===== src/rtl/subcore_pkg.sv =====
package subcore_pkg;
    typedef enum logic [1:0] {
        UNSPLIT = 2'd0,
        SPLIT2  = 2'd1,
        SPLIT4  = 2'd2
    } part_mode_e;

    localparam int MAX_SUB = 4;
    localparam int IDX_W   = $clog2(MAX_SUB);
    localparam int SPC_W   = $clog2(MAX_SUB) + 1;
    localparam int RD_W    = 5;
endpackage


===== src/rtl/subcore_csr.sv =====
module subcore_csr (
    input  logic clk,
    input  logic rst_n,
    input  logic wr_en,
    input  logic [2:0] wr_data,
    output logic merge_dis,
    output logic req2,
    output logic req4
);
    // disable bit is held; request bits live for one cycle only
    always_ff @(posedge clk or negedge rst_n) begin
        if (!rst_n) begin
            merge_dis <= 1'b0;
            req2      <= 1'b0;
            req4      <= 1'b0;
        end else begin
            if (wr_en) begin
                merge_dis <= wr_data[0];
            end
            req2 <= wr_en && wr_data[1];
            req4 <= wr_en && wr_data[2];
        end
    end
endmodule


===== src/rtl/subcore_merge_detect.sv =====
module subcore_merge_detect #(
    parameter int THREADS = 8
) (
    input  logic clk,
    input  logic rst_n,
    input  logic merge_dis,
    input  logic [THREADS-1:0] nap,
    output logic merge_cond
);
    logic [THREADS-1:0] nap_masked;
    logic               others_napping;

    // thread 0 does not take part in the merge condition
    always_comb begin
        nap_masked     = nap | {{(THREADS-1){1'b0}}, 1'b1};
        others_napping = &nap_masked;
    end

    always_ff @(posedge clk or negedge rst_n) begin
        if (!rst_n) begin
            merge_cond <= 1'b0;
        end else begin
            merge_cond <= others_napping && !merge_dis;
        end
    end
endmodule


===== src/rtl/subcore_mode_fsm.sv =====
module subcore_mode_fsm
    import subcore_pkg::*;
(
    input  logic clk,
    input  logic rst_n,
    input  logic req2,
    input  logic req4,
    input  logic merge_cond,
    input  logic merge_dis,
    output part_mode_e mode,
    output logic mode_changed,
    output logic [SPC_W-1:0] spc,
    output logic stat2,
    output logic stat4
);
    part_mode_e state_q;
    part_mode_e state_d;
    logic       changed_q;

    // next state: splits only from UNSPLIT, merge only when not disabled
    always_comb begin
        state_d = state_q;
        unique case (state_q)
            UNSPLIT: begin
                if (req2 && !req4) begin
                    state_d = SPLIT2;
                end else if (req4 && !req2) begin
                    state_d = SPLIT4;
                end
            end
            SPLIT2, SPLIT4: begin
                if (merge_cond && !merge_dis) begin
                    state_d = UNSPLIT;
                end
            end
            default: state_d = UNSPLIT;
        endcase
    end

    always_ff @(posedge clk or negedge rst_n) begin
        if (!rst_n) begin
            state_q   <= UNSPLIT;
            changed_q <= 1'b0;
        end else begin
            state_q   <= state_d;
            changed_q <= (state_d != state_q);
        end
    end

    always_comb begin
        mode         = state_q;
        mode_changed = changed_q;
        spc          = SPC_W'(1);
        stat2        = 1'b0;
        stat4        = 1'b0;
        unique case (state_q)
            UNSPLIT: spc = SPC_W'(1);
            SPLIT2: begin
                spc   = SPC_W'(2);
                stat2 = 1'b1;
            end
            SPLIT4: begin
                spc   = SPC_W'(4);
                stat4 = 1'b1;
            end
            default: spc = SPC_W'(1);
        endcase
    end
endmodule


===== src/rtl/subcore_thread_map.sv =====
module subcore_thread_map
    import subcore_pkg::*;
#(
    parameter int THREADS = 8
) (
    input  part_mode_e mode,
    output logic [THREADS*IDX_W-1:0] idx
);
    localparam int HALF    = THREADS / 2;
    localparam int QUARTER = THREADS / 4;

    for (genvar t = 0; t < THREADS; t++) begin : g_thr
        localparam int IDX2 = t / HALF;
        localparam int IDX4 = t / QUARTER;
        always_comb begin
            unique case (mode)
                SPLIT2:  idx[t*IDX_W +: IDX_W] = IDX_W'(IDX2);
                SPLIT4:  idx[t*IDX_W +: IDX_W] = IDX_W'(IDX4);
                default: idx[t*IDX_W +: IDX_W] = '0;
            endcase
        end
    end
endmodule


===== src/rtl/subcore_partition_ctrl.sv =====
module subcore_partition_ctrl
    import subcore_pkg::*;
#(
    parameter int THREADS = 8
) (
    input  logic clk,
    input  logic rst_n,
    input  logic wr_en,
    input  logic [2:0] wr_data,
    output logic [RD_W-1:0] rd_data,
    input  logic [THREADS-1:0] nap,
    output logic [SPC_W-1:0] subcores_per_core,
    output logic [THREADS*IDX_W-1:0] subcore_idx,
    output logic mode_changed
);
    logic       merge_dis;
    logic       req2;
    logic       req4;
    logic       merge_cond;
    logic       stat2;
    logic       stat4;
    part_mode_e mode;

    subcore_csr u_csr (
        .clk       (clk),
        .rst_n     (rst_n),
        .wr_en     (wr_en),
        .wr_data   (wr_data),
        .merge_dis (merge_dis),
        .req2      (req2),
        .req4      (req4)
    );

    subcore_merge_detect #(.THREADS(THREADS)) u_merge (
        .clk        (clk),
        .rst_n      (rst_n),
        .merge_dis  (merge_dis),
        .nap        (nap),
        .merge_cond (merge_cond)
    );

    subcore_mode_fsm u_fsm (
        .clk          (clk),
        .rst_n        (rst_n),
        .req2         (req2),
        .req4         (req4),
        .merge_cond   (merge_cond),
        .merge_dis    (merge_dis),
        .mode         (mode),
        .mode_changed (mode_changed),
        .spc          (subcores_per_core),
        .stat2        (stat2),
        .stat4        (stat4)
    );

    subcore_thread_map #(.THREADS(THREADS)) u_map (
        .mode (mode),
        .idx  (subcore_idx)
    );

    // request bits always read back as zero
    assign rd_data = {stat4, stat2, 2'b00, merge_dis};
endmodule


===== config.mk =====
export PLATFORM = sky130hd
export DESIGN_NAME = subcore_partition_ctrl
export DESIGN_NICKNAME = d
export VERILOG_FILES = /design/src/rtl/subcore_pkg.sv /design/src/rtl/subcore_csr.sv /design/src/rtl/subcore_merge_detect.sv /design/src/rtl/subcore_mode_fsm.sv /design/src/rtl/subcore_thread_map.sv /design/src/rtl/subcore_partition_ctrl.sv
export SDC_FILE = /design/constraint.sdc
export NUM_CORES = 1
export LEC_CHECK = 0
export ABC_AREA = 1
export BUFFER_PORTS_ARGS = -buffer_cell sky130_fd_sc_hd__buf_2
export CAP_MARGIN = 20
export CORE_MARGIN = 2
export CORE_UTILIZATION = 29
export CTS_CLUSTER_DIAMETER = 30
export CTS_CLUSTER_SIZE = 16
export DETAILED_ROUTE_END_ITERATION = 12
export PLACE_DENSITY = 0.71
export SETUP_SLACK_MARGIN = 0.05
export SLEW_MARGIN = 20
export SYNTH_ARGS = -nofsm -noshare
export SYNTH_HDL_FRONTEND = slang
export SYNTH_SLANG_ARGS = --single-unit

===== constraint.sdc =====
create_clock -name clk -period 1.78 [get_ports clk]
set_input_delay 0.089 -clock clk [delete_from_list [all_inputs] [get_ports clk]]
set_output_delay 0.089 -clock clk [all_outputs]
set_load 0.01 [all_outputs]

==> flow_summary.toml <==
[outcome]
status = "complete, no violations"

[global_routing]
antenna_found_initial = 0
grt_pass1_wl_um = 1260
overflow = 0
grt_pass1_vias = 343
grt_max_degree = 9
grt_usage = 0.0823

[floorplanning]
die_area_sq_um = 2320
coreArea_sq_um = 1780
num_io_pins = 39
fp.dieW_um = 48.2
die_h_um = 48.2
start_util = 0.318
rows = 15

[power_and_ir_drop]
irDropWorstVdd_mv = 0.471
leakage_nw = 0.413
powerDensity_nw_per_um2 = 1310

[detailed_routing]
via_per_inst = 3.79
wire_per_inst_um = 7.16
ant_nets = 0
num_vias = 447
drt-pass1-iter-count = 4
drt_iter0_drc = 7
remaining_drc_errors = 0
finalWirelength_um = 845

[place]
hpwl_um = 748
gp_congestion = 0.661
port_buffers = 29
dp_cells = 113

[worst_setup_path]
crit_fanout = 5
startpoint_type = "flop"
crit_chain = "inv_1 -> ha_1 -> nand2_1 -> inv_1 -> nand2_1 -> nand2_1 -> nand2_1 -> nor2_1 -> nor2_1 -> nand2_1"
critical_path.top_delay_family = "simple AND/OR/NAND/NOR gates"
cp-end-kind = "flop"
cp.arrival_ps = 1670
crit_path_frequent_cell = "nand2_1"
path_buf_inv = 2
cp.required_ps = 1910
path_class = "reg2reg"
cp_slowest_stage_delay_ps = 420
cpMaxStageDelayCell = "dfrtp_1"

[synth]
synth_edf_count = 0
synth_top_area_share = 0.309
synth.area.top_cells = "dfrtp_1, buf_4, nand2_1"
synth_area_sq_um = 567
ys_seq_area_frac = 0.309
netlist_top_cells_count = "buf_4, nand2_1, inv_1"
yosysMostFrequentCell = "buf_4"
synth_ff_type = "dfrtp_1"
async_flop_share = 1.00
synth_cells = 74
ys_warn_count = 0
ys_types = 14
yosysTopAreaCell = "dfrtp_1"
ys_ff_latch = 7
avgSynthCellArea_sq_um = 7.66

[cells_and_area]
layout-drive-gt1-share = 0.387
antenna-diode-count = 0
syn2layout_area_growth_pct = 13.0
fin_nets = 112
stdcell_count = 118

[sta]
grt_setup_unrepaired = "false"
slew_viol_final = 0
setup_violations = 0
finalCritPeriodShare = 0.860
tns_ps = 0
fin_crit_ps = 1530
fmaxAchievable_mhz = 653
hold_violations = 0
fin_skew_ps = 0.194

[hold_path]
hp-class = "in2reg"

[clocking]
root_buffer = "clkbuf_4"
post_cts_resized = 0
cts_buffers = 3
clock_path_buffers = 2
cts_tree = "yes"
clk_pin_slew_ps = 50
clock_latency_ps = 250
cts.sinks = 7
postCtsSetupBuffers = 0
ctsHtreeMaxLevel = 1

[job]
maxCapViolCount = 0
==> state kept, by name (all words and copies together) (netlist names) <==
| register | count |
|---|---|
| u_fsm.mode_changed | 1 |
| u_csr.req4 | 1 |
| u_fsm.mode | 2 |
| u_csr.req2 | 1 |
| u_merge.merge_cond | 1 |
| u_csr.merge_dis | 1 |
==> final cells by class <==
cell class | instances | area (sq um)
timing repair buffer | 30 | 155
inverter | 12 | 45.0
multi-input combinational | 40 | 208
sequential | 7 | 175
fill | 186 | 1140
tap | 25 | 31.3
clock buffer | 4 | 26.3
==> cell families (layout without fill, tap and decap cells) <==
logic type                 after synthesis  after routing  synth area share
AOI/OAI and AO/OA                        4              4            0.0486
DFF                                      7              7             0.309
adders and majority gates                4              4            0.0883
buffers and inverters                   34             46             0.371
and+or+nand+nor                         24             24             0.177
other                                    1              8           0.00662
==> report_power, final <==
| group | internal [mW] | switching, mW | leakage, nW |
|---|---|---|---|
| Clock | 0.0852 | 0.0538 | 0.0150 |
| Combinational | 0.194 | 0.283 | 0.308 |
| Sequential | 0.192 | 0.0282 | 0.0900 |
| Total | 0.472 | 0.365 | 0.413 |
==> layout by cell type (no fill, tap or decap), drive strengths merged <==
cell type | netlist | layout
a21oi | 3 | 3
buf | 22 | 29
clkbuf | 0 | 4
conb | 1 | 8
dfrtp | 7 | 7
dlygate4sd3 | 0 | 1
ha | 4 | 4
inv | 12 | 12
nand2 | 17 | 17
nand3 | 2 | 2
nand4 | 2 | 2
nor2 | 3 | 3
o21ai | 1 | 1
==> worst reg2reg max path, cell delays in order, from the launching register on <==
cell and delay (ps):
dfrtp_1 420, inv_1 120, ha_1 360, nand2_1 90
inv_1 40, nand2_1 40, nand2_1 60, nand2_1 100
nor2_1 50, nor2_1 90, nand2_1 50
==> final timing paths <==
path,startpoint,endpoint,slack [ps],cells after the start
setup / recovery,u_fsm.mode[0],u_fsm.mode_changed,250,10
setup reg to reg,u_fsm.mode[0],u_fsm.mode_changed,250,10
min in group asynchronous,rst_n,u_csr.req4,200,2
max in group asynchronous,rst_n,u_fsm.mode[1],1440,2
hold / removal,wr_data[2],u_csr.req4,30,3
hold reg to reg,u_csr.merge_dis,u_merge.merge_cond,540,3
==> metrics by stage <==
stage	total power, mW	hold WS, ps	area, sq um	utilization	worst slack, ps
finish	0.837	25.9	641	0.359	249
global route	0.929	40.5	641	0.359	120
CTS	0.858	13.9	641	0.359	229
detailed placement	0.709	-72.8	604	0.339	239
global placement	0.692	-75.3	604	0.339	300
floorplan	0.678	-207	593	-	362
==> what timing repair did <==
action                                  4_1_cts  5_1_grt
endpoints found under the setup margin        0        0
hold endpoints to repair                      7        0
hold buffers                                  1        0
==> routing by layer <==
layer / routed length [um] / GRT usage
met1: 318 / 0.0845
met2: 429 / 0.132
met3: 98 / 0.0222
met4: 0 / 0.0811
met5: 0 / 0
Power figures use the tool's default switching activity.
